===== config.mk =====
export PLATFORM = sky130hd
export DESIGN_NAME = pwm_prescaled
export DESIGN_NICKNAME = d
export VERILOG_FILES = /design/src/rtl/pwm_gen_pkg.sv /design/src/rtl/pwm_tick_timer.sv /design/src/rtl/pwm_step_counter.sv /design/src/rtl/pwm_level_reg.sv /design/src/rtl/pwm_prescaled.sv
export SDC_FILE = /design/constraint.sdc
export NUM_CORES = 1
export LEC_CHECK = 0
export BUFFER_PORTS_ARGS = -buffer_cell sky130_fd_sc_hd__buf_2
export CAP_MARGIN = 10
export CORE_ASPECT_RATIO = 1.4
export CORE_MARGIN = 3
export CORE_UTILIZATION = 55
export CTS_BUF_LIST = sky130_fd_sc_hd__clkbuf_8
export CTS_CLUSTER_DIAMETER = 80
export DETAILED_ROUTE_END_ITERATION = 12
export GPL_TIMING_DRIVEN = 0
export PLACE_DENSITY = 0.79
export SKIP_LAST_GASP = 1
export SYNTH_ARGS = -nofsm -noshare
export SYNTH_HDL_FRONTEND = slang
export SYNTH_HIERARCHICAL = 1
export SYNTH_SLANG_ARGS = --single-unit

===== constraint.sdc =====
create_clock -name clk -period 3.4 [get_ports clk]
set_clock_uncertainty 0.05 [all_clocks]
set_input_delay 0.68 -clock clk [delete_from_list [all_inputs] [get_ports clk]]
set_output_delay 0.68 -clock clk [all_outputs]
set_load 0.005 [all_outputs]

===== src/rtl/pwm_gen_pkg.sv =====
package pwm_gen_pkg;
  localparam int unsigned DEF_RES   = 8;
  localparam int unsigned DEF_TMR_W = 8;
endpackage


===== src/rtl/pwm_tick_timer.sv =====
module pwm_tick_timer #(
  parameter int unsigned TMR_W = pwm_gen_pkg::DEF_TMR_W
) (
  input  logic             clk,
  input  logic             rst,
  input  logic [TMR_W-1:0] final_val,
  output logic             tick_o
);
  localparam logic [TMR_W-1:0] ONE = TMR_W'(1);

  logic [TMR_W-1:0] cnt_q;

  // Compare with >= so that lowering the limit below the current count
  // recovers on the next cycle instead of waiting for a full wrap.
  assign tick_o = (cnt_q >= final_val);

  always_ff @(posedge clk) begin
    if (rst)         cnt_q <= '0;
    else if (tick_o) cnt_q <= '0;
    else             cnt_q <= cnt_q + ONE;
  end
endmodule


===== src/rtl/pwm_step_counter.sv =====
module pwm_step_counter #(
  parameter int unsigned RES = pwm_gen_pkg::DEF_RES
) (
  input  logic           clk,
  input  logic           rst,
  input  logic           step_i,
  output logic [RES-1:0] count_o
);
  localparam logic [RES-1:0] ONE = RES'(1);

  always_ff @(posedge clk) begin
    if (rst)         count_o <= '0;
    else if (step_i) count_o <= count_o + ONE;
  end
endmodule


===== src/rtl/pwm_level_reg.sv =====
module pwm_level_reg #(
  parameter int unsigned RES = pwm_gen_pkg::DEF_RES
) (
  input  logic           clk,
  input  logic           rst,
  input  logic [RES-1:0] count_i,
  input  logic [RES:0]   duty_i,
  output logic           pwm_o
);
  logic level_d;

  assign level_d = ({1'b0, count_i} < duty_i);

  always_ff @(posedge clk) begin
    if (rst) pwm_o <= 1'b0;
    else     pwm_o <= level_d;
  end
endmodule


===== src/rtl/pwm_prescaled.sv =====
module pwm_prescaled #(
  parameter int unsigned RES   = pwm_gen_pkg::DEF_RES,
  parameter int unsigned TMR_W = pwm_gen_pkg::DEF_TMR_W
) (
  input  logic             clk,
  input  logic             rst,
  input  logic [RES:0]     duty,
  input  logic [TMR_W-1:0] tmr_final,
  output logic             pwm_out
);
  logic           tmr_tick;
  logic [RES-1:0] step_cnt;

  pwm_tick_timer #(.TMR_W(TMR_W)) u_timer (
    .clk       (clk),
    .rst       (rst),
    .final_val (tmr_final),
    .tick_o    (tmr_tick)
  );

  pwm_step_counter #(.RES(RES)) u_counter (
    .clk     (clk),
    .rst     (rst),
    .step_i  (tmr_tick),
    .count_o (step_cnt)
  );

  pwm_level_reg #(.RES(RES)) u_level (
    .clk     (clk),
    .rst     (rst),
    .count_i (step_cnt),
    .duty_i  (duty),
    .pwm_o   (pwm_out)
  );
endmodule


[After elaboration in Yosys (flattened, before gate mapping)]
Cells that the tools add are included.
Storage, ports and cells
  bits in registers: 17
  input bits: 19
  output and inout port bits: 1
  logic and storage cells: 8
Cells by class
  $add $sub $neg: 2
  order comparisons: 2
  reductions and logical operators: 1
Operators by type and width (count)
  8-bit by 1-bit adder with 8-bit output (second input constant): 2
  8-bit by 9-bit less-than comparator with 1-bit output: 1
  8-bit greater-or-equal comparator: 1
  2-bit OR reduction: 1

[Logic depth before layout (Yosys ltp)]
Gate-level depths: netlist of run 1.
  word-level depth: 2
  depth in mapped cells: 9
  mapped depth without buffers: 8

[Cells and area by module]
Netlist of run 1, hierarchy kept.
Modules (own cells, without submodules)
  pwm_tick_timer: instances 1, cells each 59, area an instance 529.3 µm², seq. area each 160.2 µm²
  pwm_step_counter: instances 1, cells each 37, area an instance 339.1 µm², seq. area each 160.2 µm²
  pwm_level_reg: instances 1, cells each 28, area an instance 224.0 µm², seq. area each 20.0 µm²

[Worst setup path after synthesis of run 1]
Ideal clock, no wire load.
  path type: input to register
  start point: input port tmr_final[3]
  end point: register u_counter.count_o[7]
  library setup time: 0.070 ns
  data arrival time: 2.163 ns
  required time: 3.280 ns
  path slack: 1.117 ns
  stages on the path: 9
  path buffers: 1
  cell sequence: inv_1 -> ha_1 -> o21a_1 -> a21oi_1 -> o31ai_1 -> buf_4 -> nand4_2 -> or3_1 -> a21oi_1
On the way
  cells in the longest elaborated chain, start to end: 1
RTL lines
  from (decl): line pwm_prescaled.sv:8  | input logic [TMR_W-1:0] tmr_final,
  8-bit greater-or-equal comparator: line pwm_tick_timer.sv:15  | assign tick_o = (cnt_q >= final_val);
  via tmr_tick: line pwm_prescaled.sv:11  | logic tmr_tick;
  to (signal assigned): line pwm_step_counter.sv:13  | else if (step_i) count_o <= count_o + ONE;
  to (decl): line pwm_step_counter.sv:7  | output logic [RES-1:0] count_o
The timed path passes the listed nets, and every way through them passes these cells.
A chain may end at the register's enable or synchronous reset.

[Final worst setup path of run 1]
  start point: input port tmr_final[4]
  end point: register u_counter.count_o[7]
The elaborated chain is that of the path after synthesis.

==> impl_results.md, run 1 <==
* Pwr dens at 321 nW/um2
* Initial core utilization at 59.9%
* Avg Inst Size Synth at 8.81 um2
* DRC viols at 0
* Clock share of power at 35.6%
* Most used cell, CP: a21oi_1
* RSZ-0062 raised after global routing: false
* Post-DP HPWL at 1650 um
* Max-slew violations at 0
* Reg2reg setup slack at 1.27 ns
* Finish-stage setup viols at 0
* Logic pwr share at 13.1%
* Avg WL per Cell at 11.5 um
* Hold path startpoint: u_timer/cnt_q[0]
* Clock transition at path regs at 0.06 ns
* Crit-path max cell delay at 0.39 ns
* GPL Wtd Cong at 0.767
* Cts hold-fix bufs at 0
* Switching power at 0.0926 mW
* Largest net degree at the start of global routing at 10
* Internal power at 0.311 mW
* DRT Pass-1 Iters at 2
* Sequential area share after synthesis at 31.2%
* Die Ht at 58.7 um
* Post-route ant nets at 0
* Buf+Inv Stages, Crit Path at 3
* Switching Share at 23.0%
* IO Pins at 20
* Commonest cells after routing, fill and taps aside: 19 x inv_1, 19 x buf_2, 17 x ha_1, 17 x dfxtp_1, 14 x nor2_1
* R2R cell count at 9
* Sequential share of power at 51.3%
* Clock buffer depth at 2
* Critical Path End Type: flop
* Ant. Diodes at 0
* Die area at 2560 um2
* P&R area growth vs syn at 15.1%
* FMAX at 441 MHz
* Via count at 879
* VDD IR max at 0.000251 V
* CP max FO at 6
* Worst EP arrival at 2.40 ns
* MaxCap Viol Count at 0
* Htree depth at 1
* Core area at 1820 um2
* Root Driver: clkbuf_8
* Final Net Count at 184
* Initial DRC Count at 12
* Pre-CTS WS at 0.864 ns
* Post-Route Setup TNS at 0 ns
* First-pass GRT wire length at 3440 um
* Worst-Margin Slew at 0.412 ns
* Final hold vios at 0
* Slew Limit Headroom at 72.5%
* Leak at 0.624 nW
* Slowest CP cell: or3_1
* Clock Latency Late Sink at 0.25 ns
* Flop and latch count out of synthesis at 17
* Worst-path cell chain: buf_2 > inv_1 > ha_1 > o21a_1 > a21oi_1 > o31ai_1 > buf_4 > nand4_2 > or3_1 > a21oi_1
* Die W at 43.7 um
* Family with the most delay on the worst path: compound AO/OA/AOI/OAI gates
* Final setup margin at 1.13 ns
* CTS Sinks at 17
* CTS Buf Count at 3
* Post-synth cell types at 31
* FP Rows at 18
* Initial antenna violation count at 0
* Period utilization at 66.7%
* End of the worst register-to-register path: u_counter/count_o[7]
* DR vias/cell at 5.26
* Via count of the first global-routing pass at 898
* CTS tree: done
* Cts repair resizes at 0
* Cell count of the worst hold path at 1
* Grt ovf at 0
* Filler cells at 159
* IO buf count at 19
* Mapped Cells at 124
* CP startpoint kind: input port
* Hold/Removal Path Class: flop to flop
* Status: finished clean
* Worst r2r src: u_timer/cnt_q[0]
* Ys Warns at 6
* Post-layout min period at 2.27 ns
* Worst EP required at 3.53 ns
* Worst Hold End: u_timer/cnt_q[0]
* Mapped Area at 1090 um2
* Synthesized Nets at 160
* Final WL at 1920 um
* Critical path class: input port to flop
* Layout cells sized above 1 at 19.7%
* GRT Util Overall at 17.6%
* Post-CTS Setup Bufs at 0
[synthesized netlist by cell type, drive strengths merged]
library cell / count / share of area [%]
nand2b: 1 / 0.57
o21ai: 4 / 1.8
dfxtp: 17 / 31
nor2: 14 / 4.8
buf: 2 / 1.0
mux2i: 1 / 0.92
xor2: 5 / 4.0
nand4b: 1 / 0.80
or3: 4 / 2.3
nor3b: 1 / 0.69
nor3: 1 / 0.46
a2111oi: 1 / 1.4
nand4: 3 / 2.3
or4: 1 / 1.0
o31ai: 1 / 0.69
ha: 17 / 19
a211oi: 1 / 1.1
and3: 1 / 0.57
nand2: 6 / 2.1
a21o: 1 / 0.69
xnor2: 5 / 4.0
inv: 18 / 6.2
o311ai: 1 / 2.4
o21a: 1 / 0.69
o211ai: 1 / 0.69
nand3: 5 / 2.3
a21oi: 8 / 4.7
nor2b: 2 / 1.1
[worst max-delay path by stage]
| stage | to | startpoint | slack, ns | cells past startpoint |
|---|---|---|---|---|
| 2_1_floorplan | u_counter/count_o[7] | tmr_final[3] | 1.12 | 9 |
| 3_3_place_gp | u_counter/count_o[7] | tmr_final[3] | 0.92 | 10 |
| 3_5_place_dp | u_counter/count_o[7] | tmr_final[4] | 0.86 | 10 |
| 4_1_cts | u_counter/count_o[7] | tmr_final[4] | 1.12 | 10 |
| 5_1_grt | u_counter/count_o[7] | tmr_final[3] | 0.92 | 10 |
| 6_report | u_counter/count_o[7] | tmr_final[4] | 1.13 | 10 |
[cell families (layout without fill, tap and decap cells)]
kind of cell    Yosys count  after routing  share of synthesized area [%]
simple gates             40             40                           19.0
flops                    17             17                           31.2
xor+xnor                 10             10                           8.02
buf+inv                  20             43                           7.22
fa+ha+maj                17             17                           19.5
mux                       1              1                          0.916
compound gates           19             19                           14.2
[layout make-up]
| type | count | area (um2) | area share [%] |
|---|---|---|---|
| tap | 20 | 25.0 | 1.99 |
| multi-input combinational | 87 | 673 | 53.5 |
| inverter | 18 | 67.6 | 5.37 |
| buffer | 2 | 11.3 | 0.896 |
| clock buffer | 3 | 41.3 | 3.28 |
| timing repair buffer | 19 | 95.1 | 7.56 |
| sequential | 17 | 340 | 27.1 |
| clock inverter | 1 | 3.75 | 0.299 |
[metal layers]
layer / GRT usage [%] / routed length, um / part of all wire, %
met1: 16.4 / 687 / 36
met4: 9.05 / 42 / 2.2
met5: 0 / 0 / 0
met3: 2.14 / 80 / 4.2
met2: 35.2 / 1110 / 58
[flip-flops by register name (all words and copies together) (netlist names)]
| name | count |
|---|---|
| u_level/pwm_o | 1 |
| u_timer/cnt_q | 8 |
| u_counter/count_o | 8 |
[per-stage QoR]
stage	total power, mW	util (%)	instance area (um2)	hold slack [ns]	std cells
floorplan	0.247	-	1090	0.380	124
global placement	0.262	66.5	1210	0.397	163
detailed placement	0.265	66.5	1210	0.404	163
CTS	0.411	68.9	1260	0.420	167
global route	0.424	68.9	1260	0.458	167
finish	0.403	68.9	1260	0.412	167
[power groups by stage]
stage	Sequential, mW	Clock, mW	Combinational [mW]
after floorplan	0.211	0	0.0365
after global placement	0.211	0	0.0513
after detailed placement	0.211	0	0.0535
after CTS	0.207	0.151	0.0540
after global routing	0.207	0.157	0.0600
final	0.207	0.144	0.0526
(Power assumes the default switching activity.)
==> run 2, diff against run 1 <==
--- a/config.mk
+++ b/config.mk
@@ -9,12 +9,12 @@
 export CAP_MARGIN = 10
 export CORE_ASPECT_RATIO = 1.4
 export CORE_MARGIN = 3
-export CORE_UTILIZATION = 55
+export CORE_UTILIZATION = 51
 export CTS_BUF_LIST = sky130_fd_sc_hd__clkbuf_8
 export CTS_CLUSTER_DIAMETER = 80
 export DETAILED_ROUTE_END_ITERATION = 12
 export GPL_TIMING_DRIVEN = 0
-export PLACE_DENSITY = 0.79
+export PLACE_DENSITY = 0.77
 export SKIP_LAST_GASP = 1
 export SYNTH_ARGS = -nofsm -noshare
 export SYNTH_HDL_FRONTEND = slang
==> constraint.sdc (replaced) <==
create_clock -name clk -period 1.95 [get_ports clk]
set_clock_uncertainty 0.05 [all_clocks]
set_input_delay 0.39 -clock clk [delete_from_list [all_inputs] [get_ports clk]]
set_output_delay 0.39 -clock clk [all_outputs]
set_load 0.005 [all_outputs]
==> impl_results.md, run 2 (synthesized netlist as in run 1, its figures left out) <==
* Cts hold-fix bufs at 0 (unchanged)
* Worst EP arrival at 2.06 ns (was 2.40 ns)
* Max-slew violations at 0 (unchanged)
* Final setup margin at -0.0233 ns (was 1.13 ns)
* Die W at 45.1 um (was 43.7 um)
* Finish-stage setup viols at 3 (was 0)
* Family with the most delay on the worst path: simple AND/OR/NAND/NOR gates (was compound AO/OA/AOI/OAI gates)
* Final Net Count at 189 (was 184)
* Crit-path max cell delay at 0.54 ns (was 0.39 ns)
* Logic pwr share at 16.4% (was 13.1%)
* Ant. Diodes at 0 (unchanged)
* Largest registers: u_counter/count_o: 8 flops, u_timer/cnt_q: 8 flops, u_level/pwm_o: 1 flops (unchanged)
* Cell count of the worst hold path at 2 (was 1)
* Sequential share of power at 48.2% (was 51.3%)
* CTS tree: done (unchanged)
* Hold WS at 0.291 ns (was 0.412 ns)
* FP Rows at 19 (was 18)
* Pwr dens at 542 nW/um2 (was 321 nW/um2)
* Die area at 2740 um2 (was 2560 um2)
* Slew Limit Headroom at 71.1% (was 72.5%)
* Commonest non-fill, non-tap cell in the layout: buf_2
* CTS Sinks at 17 (unchanged)
* Final WL at 2340 um (was 1920 um)
* DRC viols at 0 (unchanged)
* Initial DRC Count at 11 (was 12)
* Period utilization at 101%
* Worst-path cell chain: ha_4 > or4_4 > a21oi_4 > o31ai_2 > buf_4 > buf_4 > xnor2_2 > nor2_1 (was buf_2 > inv_1 > ha_1 > o21a_1 > a21oi_1 > o31ai_1 > buf_4 > nand4_2 > or3_1 > a21oi_1)
* Clock Latency Late Sink at 0.25 ns (about the same)
* Via count at 936 (was 879)
* Die Ht at 60.8 um (was 58.7 um)
* Filler cells at 174 (was 159)
* Most used cell, CP: buf_4 (was a21oi_1)
* R2R cell count at 8 (was 9)
* Post-layout min period at 1.97 ns
* Reg2reg setup slack at -0.02 ns (was 1.27 ns)
* Failing checks: negative setup slack
* Multi-input logic area at 746 um2 (was 673 um2)
* P&R area growth vs syn at 26.1% (was 15.1%)
* GPL Wtd Cong at 0.728 (was 0.767)
* Via count of the first global-routing pass at 958 (was 898)
* Clock transition at path regs at 0.07 ns (was 0.06 ns)
* CTS Buf Count at 3 (unchanged)
* DR vias/cell at 5.41 (was 5.26)
* Worst-Margin Slew at 0.433 ns (was 0.412 ns)
* GRT Util Overall at 19.8% (was 17.6%)
* Critical path class: flop to flop (was input port to flop)
* IO buf count at 19 (unchanged)
* Post-Route Setup TNS at -0.0493 ns (was 0 ns)
* Critical path depth at 8 (was 10)
* Leak at 0.658 nW (was 0.624 nW)
* Switching Share at 25.0% (was 23.0%)
* RSZ-0062 raised after global routing: true (was false)
* Layout cells sized above 1 at 34.2% (was 19.7%)
* Critical Path End Type: flop (unchanged)
* Root Driver: clkbuf_8 (unchanged)
* Commonest cells after routing, fill and taps aside: 19 x buf_2, 17 x inv_1, 14 x nor2_1, 14 x ha_1, 13 x dfxtp_1 (was 19 x inv_1, 19 x buf_2, 17 x ha_1, 17 x dfxtp_1, 14 x nor2_1)
* Initial core utilization at 54.7% (was 59.9%)
* Internal power at 0.559 mW (was 0.311 mW)
* Htree depth at 1 (unchanged)
* Hold/Removal Path Class: input port to flop (was flop to flop)
* Avg WL per Cell at 13.5 um (was 11.5 um)
* Clock share of power at 35.4% (was 35.6%)
* Worst EP required at 2.03 ns (was 3.53 ns)
* Initial antenna violation count at 0 (unchanged)
* DRT Pass-1 Iters at 4 (was 2)
* Post-route ant nets at 0 (unchanged)
* Switching power at 0.187 mW (was 0.0926 mW)
* Status: complete, but fails checks (was finished clean)
* CP max FO at 5 (was 6)
* Core area at 2000 um2 (was 1820 um2)
* Slowest CP cell: or4_4 (was or3_1)
* First-pass GRT wire length at 3890 um (was 3440 um)
* Grt ovf at 0 (unchanged)
* FMAX at 507 MHz
* Largest net degree at the start of global routing at 11 (was 10)
* MaxCap Viol Count at 0 (unchanged)
* Reg area at 348 um2 (was 340 um2)
* Final hold vios at 0 (unchanged)
* IO Pins at 20 (unchanged)
* Clock buffer depth at 2 (unchanged)
* Post-DP HPWL at 1830 um (was 1650 um)
* CP startpoint kind: flop (was input port)
* VDD IR max at 0.000537 V (was 0.000251 V)
* Buf+Inv Stages, Crit Path at 2 (was 3)
==> run 2: changes by cell type in the layout (fill, tap and decap cells not counted), moves of 3 or more <==
cell     change
a21oi_1      -3
ha_1         -3
dfxtp_1      -4
buf_4        +5
a21oi_2      +3
dfxtp_2      +3
==> run 2: area by class of cell <==
| type | instances | share of cell area [%] |
|---|---|---|
| multi-input combinational | 87 | 54.1 |
| inverter | 18 | 4.90 |
| buffer | 2 | 0.817 |
| sequential | 17 | 25.2 |
| clock inverter | 1 | 0.363 |
| clock buffer | 3 | 3.00 |
| tap | 21 | 1.91 |
| timing repair buffer | 24 | 9.63 |
==> run 2: power by group through the flow <==
stage	logic [mW]	registers, mW	clock network [mW]
after floorplan	0.0656	0.368	0
after global placement	0.0915	0.369	0
after detailed placement	0.101	0.369	0
after CTS	0.119	0.361	0.270
after global routing	0.136	0.360	0.291
final	0.123	0.360	0.264
==> run 2: routing by layer <==
metal / global-route usage, % / up-vias / wire [um]
met2: 38.5 / 21 / 1320
met1: 19.0 / 433 / 856
met3: 2.67 / 4 / 100
li1: - / 478 / -
met5: 0 / - / 0
met4: 11.3 / 0 / 56
==> run 2: final timing paths <==
path,start,to
setup / recovery,u_timer/cnt_q[4],u_counter/count_o[0]
hold / removal,rst,u_level/pwm_o
setup reg to reg,u_timer/cnt_q[4],u_counter/count_o[0]
hold reg to reg,u_counter/count_o[6],u_counter/count_o[6]
==> run 2: what timing repair did <==
action / in CTS / in global routing
pin swaps: 2 / 5
endpoints found under the setup margin: 6 / 8
setup buffers: 4 / 1
gates resized for setup: 6 / 8
==> run 2: through the flow <==
step / utilization, % / total power [mW] / setup WS [ns] / area, um2 / instances
2_1_floorplan: - / 0.433 / 0.0109 / 1120 / 124
3_3_place_gp: 62.2 / 0.460 / -0.169 / 1240 / 164
3_5_place_dp: 62.2 / 0.471 / -0.220 / 1240 / 164
4_1_cts: 66.9 / 0.750 / -0.0227 / 1340 / 172
5_1_grt: 69.0 / 0.786 / -0.0836 / 1380 / 173
6_report: 69.0 / 0.746 / -0.0233 / 1380 / 173
